<file path="src/rtl/opsep_pkg.sv">
package opsep_pkg;

    localparam int BYTE_W = 8;
    localparam int CNT_W  = 2;

    localparam logic [BYTE_W-1:0] OP_BIT_PFX = 8'hCB;
    localparam logic [BYTE_W-1:0] OP_IX_PFX  = 8'hDD;
    localparam logic [BYTE_W-1:0] OP_IY_PFX  = 8'hFD;

    typedef enum logic [2:0] {
        TRK_IDLE,
        TRK_INDEX,
        TRK_BITOP,
        TRK_OPERAND,
        TRK_XDISP,
        TRK_XOP
    } trk_state_t;

    typedef struct packed {
        logic             index_pfx;
        logic             bit_pfx;
        logic [CNT_W-1:0] nbytes;
    } op_info_t;

    // Operand byte count of one opcode; indexed adds a displacement byte
    // where the opcode refers to the memory operand.
    function automatic op_info_t decode_op(input logic [BYTE_W-1:0] op,
                                           input logic indexed);
        op_info_t   info;
        logic       imm1;
        logic       imm2;
        logic       memref;
        logic [1:0] grp;
        grp  = op[7:6];
        imm1 = ((grp == 2'b00) || (grp == 2'b11)) && (op[2:0] == 3'b110);
        imm2 = ((grp == 2'b00) && (op[3:0] == 4'b0001))
             || (op == 8'hC3) || (op == 8'hCD);
        memref = (op == 8'h34) || (op == 8'h35) || (op == 8'h36)
               || ((grp == 2'b01) && ((op[2:0] == 3'b110) ^ (op[5:3] == 3'b110)))
               || ((grp == 2'b10) && (op[2:0] == 3'b110));
        info.index_pfx = (op == OP_IX_PFX) || (op == OP_IY_PFX);
        info.bit_pfx   = (op == OP_BIT_PFX);
        info.nbytes    = CNT_W'(imm1) + CNT_W'({imm2, 1'b0})
                       + CNT_W'(indexed && memref);
        return info;
    endfunction

endpackage

</file>
<file path="src/rtl/opsep_bus_classify.sv">
module opsep_bus_classify
    import opsep_pkg::*;
(
    input  logic              clk,
    input  logic              rst_n,
    input  logic              opfetch,
    input  logic              mem_req,
    input  logic              rd_stb,
    input  logic              wr_stb,
    input  logic [BYTE_W-1:0] bus_data,
    output logic              rd_act,
    output logic              fetch_act,
    output logic              fetch_start,
    output logic              rd_end,
    output logic              end_was_fetch,
    output logic [BYTE_W-1:0] byte_q
);

    logic rd_q;
    logic fetch_q;

    always_comb begin
        rd_act        = mem_req && rd_stb && !wr_stb;
        fetch_act     = rd_act && opfetch;
        fetch_start   = fetch_act && !fetch_q;
        rd_end        = rd_q && !rd_act;
        end_was_fetch = fetch_q;
    end

    always_ff @(posedge clk) begin
        if (!rst_n) begin
            rd_q    <= 1'b0;
            fetch_q <= 1'b0;
            byte_q  <= '0;
        end else begin
            rd_q    <= rd_act;
            fetch_q <= fetch_act;
            if (rd_act) begin
                byte_q <= bus_data;
            end
        end
    end

endmodule

</file>
<file path="src/rtl/opsep_tracker.sv">
module opsep_tracker
    import opsep_pkg::*;
(
    input  logic              clk,
    input  logic              rst_n,
    input  logic              rd_end,
    input  logic              end_was_fetch,
    input  logic [BYTE_W-1:0] byte_q,
    output logic              prog_window
);

    trk_state_t       state;
    trk_state_t       state_n;
    logic [CNT_W-1:0] cnt;
    logic [CNT_W-1:0] cnt_n;
    op_info_t         info;

    always_ff @(posedge clk) begin
        if (!rst_n) begin
            state <= TRK_IDLE;
            cnt   <= '0;
        end else begin
            state <= state_n;
            cnt   <= cnt_n;
        end
    end

    always_comb begin
        state_n = state;
        cnt_n   = cnt;
        info    = decode_op(byte_q, state == TRK_INDEX);
        if (rd_end && end_was_fetch) begin
            unique case (state)
                TRK_BITOP, TRK_XOP: begin
                    state_n = TRK_IDLE;
                end
                default: begin
                    if (info.index_pfx) begin
                        state_n = TRK_INDEX;
                    end else if (info.bit_pfx) begin
                        state_n = (state == TRK_INDEX) ? TRK_XDISP : TRK_BITOP;
                    end else if (info.nbytes != '0) begin
                        state_n = TRK_OPERAND;
                        cnt_n   = info.nbytes;
                    end else begin
                        state_n = TRK_IDLE;
                    end
                end
            endcase
        end else if (rd_end) begin
            unique case (state)
                TRK_OPERAND: begin
                    if (cnt == CNT_W'(1)) begin
                        state_n = TRK_IDLE;
                        cnt_n   = '0;
                    end else begin
                        cnt_n = cnt - CNT_W'(1);
                    end
                end
                TRK_XDISP: begin
                    state_n = TRK_XOP;
                end
                default: begin
                    state_n = state;
                end
            endcase
        end
    end

    always_comb begin
        unique case (state)
            TRK_OPERAND, TRK_XDISP: prog_window = 1'b1;
            default:                prog_window = 1'b0;
        endcase
    end

endmodule

</file>
<file path="src/rtl/opsep_wait_gen.sv">
module opsep_wait_gen (
    input  logic clk,
    input  logic rst_n,
    input  logic slow_prog,
    input  logic fetch_start,
    output logic wait_req
);

    always_ff @(posedge clk) begin
        if (!rst_n) begin
            wait_req <= 1'b0;
        end else begin
            wait_req <= slow_prog && fetch_start;
        end
    end

endmodule

</file>
<file path="src/rtl/opsep_top.sv">
module opsep_top
    import opsep_pkg::*;
(
    input  logic              clk,
    input  logic              rst_n,
    input  logic              opfetch,
    input  logic              mem_req,
    input  logic              rd_stb,
    input  logic              wr_stb,
    input  logic [BYTE_W-1:0] bus_data,
    input  logic              slow_prog,
    output logic              prog_space,
    output logic              wait_req
);

    logic              rd_act;
    logic              fetch_act;
    logic              fetch_start;
    logic              rd_end;
    logic              end_was_fetch;
    logic [BYTE_W-1:0] byte_q;
    logic              prog_window;

    opsep_bus_classify u_cls (
        .clk           (clk),
        .rst_n         (rst_n),
        .opfetch       (opfetch),
        .mem_req       (mem_req),
        .rd_stb        (rd_stb),
        .wr_stb        (wr_stb),
        .bus_data      (bus_data),
        .rd_act        (rd_act),
        .fetch_act     (fetch_act),
        .fetch_start   (fetch_start),
        .rd_end        (rd_end),
        .end_was_fetch (end_was_fetch),
        .byte_q        (byte_q)
    );

    opsep_tracker u_trk (
        .clk           (clk),
        .rst_n         (rst_n),
        .rd_end        (rd_end),
        .end_was_fetch (end_was_fetch),
        .byte_q        (byte_q),
        .prog_window   (prog_window)
    );

    opsep_wait_gen u_wait (
        .clk         (clk),
        .rst_n       (rst_n),
        .slow_prog   (slow_prog),
        .fetch_start (fetch_start),
        .wait_req    (wait_req)
    );

    assign prog_space = rd_act && (fetch_act || prog_window);

endmodule

</file>
<file path="config.mk">
export PLATFORM = sky130hd
export DESIGN_NAME = opsep_top
export DESIGN_NICKNAME = d
export VERILOG_FILES = /design/src/rtl/opsep_pkg.sv /design/src/rtl/opsep_bus_classify.sv /design/src/rtl/opsep_tracker.sv /design/src/rtl/opsep_wait_gen.sv /design/src/rtl/opsep_top.sv
export SDC_FILE = /design/constraint.sdc
export NUM_CORES = 1
export LEC_CHECK = 0
export BUFFER_PORTS_ARGS = -buffer_cell sky130_fd_sc_hd__buf_2
export CELL_PAD_IN_SITES_DETAIL_PLACEMENT = 1
export CELL_PAD_IN_SITES_GLOBAL_PLACEMENT = 1
export CORE_MARGIN = 1
export CORE_UTILIZATION = 40
export DETAILED_ROUTE_END_ITERATION = 8
export HOLD_SLACK_MARGIN = 0.03
export PLACE_DENSITY = 0.8
export SKIP_CTS_REPAIR_TIMING = 1
export SYNTH_ARGS = -nofsm -noshare
export SYNTH_HDL_FRONTEND = slang
export SYNTH_SLANG_ARGS = --single-unit
</file>
<file path="constraint.sdc">
create_clock -name clk -period 2.55 [get_ports clk]
set_clock_uncertainty 0.1 [all_clocks]
set_input_delay 0.51 -clock clk [delete_from_list [all_inputs] [get_ports clk]]
set_output_delay 0.51 -clock clk [all_outputs]
set_load 0.01 [all_outputs]
</file>
==> Word level (Yosys, flattened, before mapping) <==
Cells that the tools add are included.
{ "totals": {"regBits": 16, "inputBits": 15} }
{ "classes": {"n_addsub": 3, "n_eq_ne": 25, "n_mux": 18, "n_bitwise": 1, "reduce_logical": 34} }
{ "ops": {"columns": ["cell", "count"], "rows": [
  ["$eq 8x8->1 const B", 5],
  ["$eq 8x6->1 const B", 3],
  ["$mux 3", 7],
  ["$mux 2", 9],
  ["$logic_and 1x1->1", 13],
  ["$eq 3x3->1 const B", 4],
  ["$logic_or 1x1->1", 9],
  ["$ne 2x2->1 const B", 4],
  ["$eq 3x2->1 const B", 2],
  ["$pmux 3 s2", 1],
  ["$reduce_and 6->1", 1],
  ["$reduce_bool 2->1", 3],
  ["$eq 2x1->1 const B", 2],
  ["$eq 2x2->1 const B", 2],
  ["$eq 4x1->1 const B", 1],
  ["$reduce_or 2->1", 2],
  ["$eq 3x1->1 const B", 1],
  ["$logic_not 1->1", 3],
  ["$ne 3x1->1 const B", 1],
  ["$reduce_and 3->1", 1],
  ["$reduce_bool 3->1", 1],
  ["$add 1x2->2", 1],
  ["$add 2x1->2", 1],
  ["$logic_not 2->1", 1],
  ["3 further kinds", 3]
]} }

==> Longest topological paths before layout <==
Gate-level depths: netlist of the first run.
{ "depth": {"word_depth": 13, "depth_mapped": 12} }

==> By module <==
Synthesis of the first run repeated with hierarchy kept, for this count alone.
{ "hier_totals": {"hier_cells": 140, "area_unflattened_um2": 1182.4} }
{ "by_module_without_submodules": {"columns": ["mod", "instances", "cells_each", "area_each_um2", "seq_area_each_um2"], "rows": [
  ["opsep_tracker", 1, 93, 728.2, 100.1],
  ["opsep_bus_classify", 1, 44, 420.4, 200.2],
  ["opsep_wait_gen", 1, 2, 26.3, 20.0],
  ["opsep_top", 1, 1, 7.5, 0.0]
]} }

==> Least setup slack after synthesis of the first run <==
OpenSTA, ideal clock, no wires.
{ "synth_timing": {"path_type": "register to register", "startpoint": "register u_cls.byte_q[6]", "endpoint": "register u_trk.cnt[0]", "setup_ps": 72, "t_arrival_ps": 2004, "path_slack_ps": 374, "path_stages_with_launch": 13, "path_buffers": 0, "synth_period_minus_slack_ps": 2176, "cell_sequence": "dfxtp_1 -> inv_1 -> ha_1 -> nand3_1 -> o22ai_1 -> a21oi_1 -> nor3_1 -> ha_1 -> and4_2 -> a211oi_4 -> o211ai_2 -> o31ai_2 -> mux2i_1"} }
{ "synth_via": {"elab_chain_cells": 12} }
{ "synth_rtl": {"columns": ["element", "line_no", "text"], "rows": [
  ["from (decl)", "opsep_bus_classify.sv:16", "output logic [BYTE_W-1:0] byte_q"],
  ["from (signal assigned)", "opsep_bus_classify.sv:39", "byte_q <= bus_data;"],
  ["branches (longest 12 deep; another with $add 1x2->2)", null, null],
  ["to (signal assigned)", "opsep_tracker.sv:24", "cnt <= cnt_n;"],
  ["to (decl)", "opsep_tracker.sv:14", "logic [CNT_W-1:0] cnt;"]
]} }
Parallel ways; which one is timed is not known. The select of a mux whose other input is x is not followed.
A chain may end at the register's enable or synchronous reset.

==> Worst setup path in the final report of the first run <==
Same ends and word-level chain as after synthesis.

==> impl_metrics.yaml, run 1 <==
layout:
  nFillCells: 297
  multi_input_area_um2: 661.9
  regArea_um2: 325.3
  fin_util_pct: 50.87
  areaGrowthSynthToFinish_pct: 16.46
  fin_area_um2: 1169
  num_antenna_cells: 0
  layout.nets: 164
  drive_above_1_share_pct: 26.76
floorplan:
  coreArea_um2: 2297
  rows: 17
  die_width_um: 52.09
  die-area_um2: 2713
  io_pins: 17
  initial_core_util_pct: 43.68
  die_height_um: 52.09
placed_design:
  io_buffers: 16
  place_hpwl_mm: 1.931
  dpl_cell_area_um2: 1114
  place.gp.congestion: 0.7798
  dpl_worst_slack_ps: 112.8
logic_synthesis:
  synth.cells.most_frequent: "23 x nand2_1, 16 x dfxtp_1, 13 x a21oi_1, 9 x nor2_1"
  ys_types: 40
  yosysMostFrequentCell: "nand2_1"
  synthCells: 124
  synth_area_per_cell_um2: 8.092
  synth_edf_count: 0
  netlist_area_um2: 1003
  yosys_warnings: 0
  synth-seq-cells: 16
  synth_ff_type: "dfxtp_1"
  synth_seq_area_share_pct: 31.92
  netlist_top_cells_area: "dfxtp_1 32%, nand2_1 8.6%, ha_1 7.5%"
  synth.largest_area_cell: "dfxtp_1"
  synthArstFlopShare_pct: 0
  syn_nets: 145
  yosysTopAreaCellShare_pct: 31.92
power_and_ir_drop:
  p_int_mw: 0.3611
  p_seq_share_pct: 54.5
  p_leak_nw: 0.4532
  power.density_nw_per_um2: 409.6
  p_comb_share_pct: 8.7
  p_clk_share_pct: 36.8
  netSwitchingFraction_pct: 24.55
  net-switching-power_mw: 0.1175
  p_total_mw: 0.4786
  vdd_drop_max_uv: 262.8
hold_path:
  min_from: "slow_prog"
  whs_path_depth: 2
  min_path_type: "primary input to flop"
  holdPathEnd: "u_wait.wait_req"
setup_path:
  r2r_start: "u_cls.byte_q[6]"
  slowest_stage: "dfxtp_2"
  critPathLaunchType: "flop"
  rr_endpoint: "u_trk.cnt[0]"
  timing.reg2reg.setup_slack_ps: 160
  cp_max_fo: 4
  crit_family: "compound AO/OA/AOI/OAI gates"
  slowest_delay_ps: 370
  path_cells: "inv_1 -> ha_1 -> nand3_1 -> o22ai_1 -> a21oi_1 -> nor3_2 -> ha_2 -> and4_2 -> a211oi_4 -> o211ai_2 -> o31ai_2 -> mux2i_1"
  setup.worst_path.start: "u_cls.byte_q[6]"
  arrival_ps: 2530
  worstSetupPathType: "flop to flop"
  worst_ep_required_time_ps: 2690
  cp_num_buf_inv: 1
  rr_worst_depth: 12
  critPathCaptureType: "flop"
route:
  vias_per_cell: 5.547
  wire_per_inst_um: 15.15
  first_pass_iters: 2
  vias: 943
  drc: 0
  drt-total-wl_mm: 2.575
  ant_nets: 0
  dr.first_iter.drc_count: 6
timing:
  hold_violations: 0
  maxSlewViolCount: 0
  fin_crit_ps: 2392
  timing.final.ws_setup_ps: 158.2
  slew_headroom_pct: 66.40
  setup_viol: 0
  worst-slew-pin-transition_ps: 502.9
  fin_crit_sh_pct: 93.80
  clock.fmax_mhz: 418.1
grt:
  grt_pass1_wl_mm: 4.388
  track_usage_pct: 22.41
  gr-total-overflow: 0
  grt_pass1_vias: 971
  grt_max_degree: 13
  antenna_found_initial: 0
clocking:
  cts_root_buf: "clkbuf_4"
  clock_latency_ps: 300
  cts_sinks: 16
  path_clk_slew_ps: 110
  htreeDepth: 1
  cts_tree: "built"
  cts_buffers: 3
  clockBufferDepth: 2
outcome:
  status: "complete, no violations"
run:
  maxCapViolCount: 0
-- worst max-delay path by stage --
stage,depth (start not counted),slack [ps],endpoint
3_5_place_dp,12,110,u_trk.cnt[0]
5_1_grt,12,-80,u_trk.cnt[1]
4_1_cts,12,100,u_trk.cnt[0]
6_report,12,160,u_trk.cnt[0]
3_3_place_gp,12,250,u_trk.cnt[0]
2_1_floorplan,12,370,u_trk.cnt[0]
-- cells by family after synthesis --
| group | share of synthesized area, % |
|---|---|
| XOR/XNOR | 0.8730 |
| AND/OR/NAND/NOR | 32.42 |
| multiplexers | 1.995 |
| flip-flops | 31.92 |
| buffers and inverters | 3.491 |
| AO/OA/AOI/OAI | 21.82 |
| adder cells (fa/ha/maj) | 7.481 |
-- power by group through the flow --
stage	logic [mW]	registers [mW]	clock network (mW)
2_1_floorplan	0.0216	0.265	0
3_3_place_gp	0.0388	0.266	0
3_5_place_dp	0.0405	0.266	0
4_1_cts	0.0407	0.261	0.181
5_1_grt	0.0464	0.262	0.191
6_report	0.0414	0.261	0.176
-- worst reg2reg max path: cells and delay by family (launching register included) --
kind | cells | cell delay [ps]
buf+inv | 1 | 70
flops | 1 | 370
fa+ha+maj | 2 | 430
mux | 1 | 210
compound gates | 5 | 750
simple gates | 3 | 400
-- stage by stage --
| stage | hold WS (ps) | TNS (ps) | std cells |
|---|---|---|---|
| global route | 332.4 | -137.5 | 170 |
| detailed placement | 382.7 | 0 | 166 |
| global placement | 361.8 | 0 | 166 |
| finish | 335.7 | 0 | 170 |
| floorplan | 345.0 | 0 | 124 |
| CTS | 327.3 | 0 | 170 |
-- flip-flops by register name, indices dropped and copies added, names as in the netlist --
name,flops
u_cls.end_was_fetch,1
u_trk.cnt,2
u_cls.byte_q,8
u_trk.state,3
u_wait.wait_req,1
u_cls.rd_q,1
-- cells in the final DEF, fill, tap and decap left out, drive strengths merged --
master	count
xor2	1
dfxtp	16
ha	6
inv	6
and2	1
nand3	2
and3b	2
nand2b	1
clkbuf	4
o22ai	3
nand4	1
and4bb	1
nand2	23
a21oi	13
and4	1
a22oi	1
a221oi	1
o211a	1
a21o	1
a31o	1
nor2b	2
and3	1
nand3b	4
o211ai	2
mux2i	2
o31ai	1
a211oi	1
nor2	9
nor3b	3
o21ai	3
nand4b	1
or2b	2
a31oi	3
nor3	5
buf	17
-- area by class of cell --
| cell class | count | share of cell area (%) |
|---|---|---|
| inverter | 6 | 1.927 |
| multi-input combinational | 99 | 56.64 |
| timing repair buffer | 17 | 7.495 |
| sequential | 16 | 27.84 |
| clock buffer | 4 | 3.105 |
| tap | 28 | 2.998 |
-- per-layer routing --
layer,global-route usage [%],routed length [um],part of all wire [%]
met1,27.30,1248,48
met2,35.47,1169,45
met3,5.556,83,3.2
met4,12.61,73,2.8
met5,0,0,0
Note: power is estimated with default switching activity, not from simulation.
==> run 2: changes to the inputs <==
- PLACE_DENSITY: 0.8 -> 0.78
- SYNTH_HIERARCHICAL: default -> 1
==> impl_metrics.yaml, run 2 <==
logic_synthesis:
  yosys_warnings: 6
  synth_seq_area_share_pct: 27.09
  netlist_top_cells_area: "dfxtp_1 27%, mux2i_1 8.5%, nand2_1 8.3%"
  syn_nets: 161
  synthCells: 140
  synth-simple-area-share_pct: 33.54
  synth_compound_area_share_pct: 16.72
  synth_ff_type: "dfxtp_1"
  yosysMostFrequentCell: "nand2_1"
  ys_types: 44
  synthArstFlopShare_pct: 0
  netlist_area_um2: 1182
  synth-seq-cells: 16
  yosysTopAreaCellShare_pct: 27.09
  synth_edf_count: 0
  synthAdderAreaFrac_pct: 6.349
  synth_area_per_cell_um2: 8.446
  synth_xor_area_share_pct: 0.7407
  synth.largest_area_cell: "dfxtp_1"
  synthMuxAreaShare_pct: 9.418
  synth_top_family_by_area: "simple AND/OR/NAND/NOR gates"
  synth.cells.most_frequent: "26 x nand2_1, 16 x dfxtp_1, 10 x mux2i_1, 9 x nor2_1, 8 x o21ai_0"
clocking:
  cts_buffers: 3
  clockBufferDepth: 2
  cts_sinks: 16
  cts_root_buf: "clkbuf_4"
  clock_latency_ps: 290
  htreeDepth: 1
  path_clk_slew_ps: 100
  cts_tree: "built"
power_and_ir_drop:
  power.density_nw_per_um2: 361.3
  p_clk_share_pct: 35.3
  p_comb_share_pct: 9.9
  p_seq_share_pct: 54.9
  netSwitchingFraction_pct: 23.63
  vdd_drop_max_uv: 360.1
  p_leak_nw: 0.6039
  net-switching-power_mw: 0.1128
  p_int_mw: 0.3646
grt:
  grt_max_degree: 28
  gr-total-overflow: 0
  grt.busiest_layer: "met2"
  grt_pass1_wl_mm: 4.678
  antenna_found_initial: 0
  grt_pass1_vias: 1082
  track_usage_pct: 18.50
  gr-usage-met2_pct: 33.16
  met3_usage_pct: 2.765
  use_met1_pct: 22.41
hold_path:
  min_path_type: "primary input to flop"
setup_path:
  cp_max_fo: 4
  critPathCaptureType: "flop"
  crit_family: "compound AO/OA/AOI/OAI gates"
  path_cells: "inv_1 -> ha_1 -> nand2_1 -> a2111oi_2 -> a221oi_1 -> nor2b_1 -> ha_1 -> inv_1 -> a2111oi_2 -> nand4b_2 -> mux2i_1"
  slowest_delay_ps: 350
  worstSetupPathType: "flop to flop"
  arrival_ps: 2530
  cp_num_buf_inv: 2
  critPathLaunchType: "flop"
  slowest_stage: "dfxtp_1"
  worst_ep_required_time_ps: 2680
layout:
  fin_util_pct: 47.50
  final_common_cell: "nand2_1"
  top_regs: "u_cls/byte_q: 8 flops, u_trk/state: 3 flops, u_trk/cnt: 2 flops"
  layout.nets: 179
  drive_above_1_share_pct: 21.66
  regMostFlops: "u_cls/byte_q"
  areaGrowthSynthToFinish_pct: 11.75
  num_antenna_cells: 0
  final_cell_mix: "26 x nand2_1, 16 x buf_2, 15 x dfxtp_1"
  largest_register_ffs: 8
timing:
  fin_crit_ps: 2402
  hold_violations: 0
  setup_viol: 0
  fin_crit_sh_pct: 94.19
  worst-slew-pin-transition_ps: 519.8
  maxSlewViolCount: 0
  clock.fmax_mhz: 416.3
  tns_ps: 0
  slew_headroom_pct: 65.27
floorplan:
  rows: 19
  initial_core_util_pct: 42.51
  coreArea_um2: 2781
  die_width_um: 56.37
  io_pins: 17
  die-area_um2: 3178
  die_height_um: 56.37
outcome:
  status: "complete, no violations"
placed_design:
  place.gp.congestion: 0.8275
  io_buffers: 16
  place_hpwl_mm: 2.178
route:
  drt-total-wl_mm: 2.754
  dr.first_iter.drc_count: 14
  wire_per_inst_um: 14.65
  ant_nets: 0
  vias_per_cell: 5.628
  vias: 1058
  first_pass_iters: 4
  drc: 0
run:
  maxCapViolCount: 0
run 2: cell count changes in the layout (fill, tap and decap cells not counted), moves of 3 or more:
cell and delta:
nor3_1 -3, o22ai_1 -3, dfxtp_2 -3, and4b_1 +3, o21ai_0 +6, a21oi_1 -10
dfxtp_1 +3, nand2_1 +3, mux2i_1 +8
run 2: worst paths after layout:
path / cells after the start / startpoint / endpoint / slack [ps]
setup / recovery: 11 / u_cls/byte_q[7] / u_trk/cnt[1] / 150
hold / removal: 3 / bus_data[1] / u_cls/byte_q[1] / 350
setup reg to reg: 11 / u_cls/byte_q[7] / u_trk/cnt[1] / 150
hold reg to reg: 2 / u_trk/cnt[1] / u_trk/cnt[1] / 370
run 2: area by class of cell:
| class | instances | area [um2] |
|---|---|---|
| inverter | 7 | 26.28 |
| fill | 341 | 1460 |
| clock buffer | 4 | 36.28 |
| sequential | 16 | 321.6 |
| timing repair buffer | 19 | 102.6 |
| tap | 31 | 38.79 |
| multi-input combinational | 111 | 795.8 |
run 2: through the flow:
stage	instance area [um2]	power, mW	setup slack (ps)	cells	hold WS [ps]
floorplan	1182	0.2963	354.0	140	338.5
global placement	1277	0.3124	108.6	184	352.8
detailed placement	1277	0.3147	-31.38	184	362.1
CTS	1314	0.4834	-53.49	188	346.2
global route	1321	0.5008	-73.16	188	352.2
finish	1321	0.4774	148.1	188	353.1
run 2: kinds of logic after synthesis:
kind of cell    Yosys count
fa+ha+maj                 6
flops                    16
xor+xnor                  1
simple gates             67
mux                      11
compound gates           26
buf+inv                  13
run 2: power groups by stage:
stage | clock (mW) | sequential, mW | combinational, mW
5_1_grt | 0.185 | 0.263 | 0.0531
3_3_place_gp | 0 | 0.267 | 0.0455
3_5_place_dp | 0 | 0.267 | 0.0473
6_report | 0.168 | 0.262 | 0.0470
4_1_cts | 0.174 | 0.262 | 0.0476
2_1_floorplan | 0 | 0.266 | 0.0303
run 2: worst register-to-register path: cells and delay by family, from the launching register on:
kind	cells	cell delay, ps
buf+inv	2	180
simple gates	3	450
mux	1	180
compound gates	3	670
fa+ha+maj	2	430
flops	1	350
run 2: per-layer routing:
metal  share of wire (%)  wire (um)  up-vias
met5                   0          0        -
li1                    -          -      538
met4                0.84         23        0
met1                  45       1248      502
met2                  52       1435       14
met3                 1.7         47        4
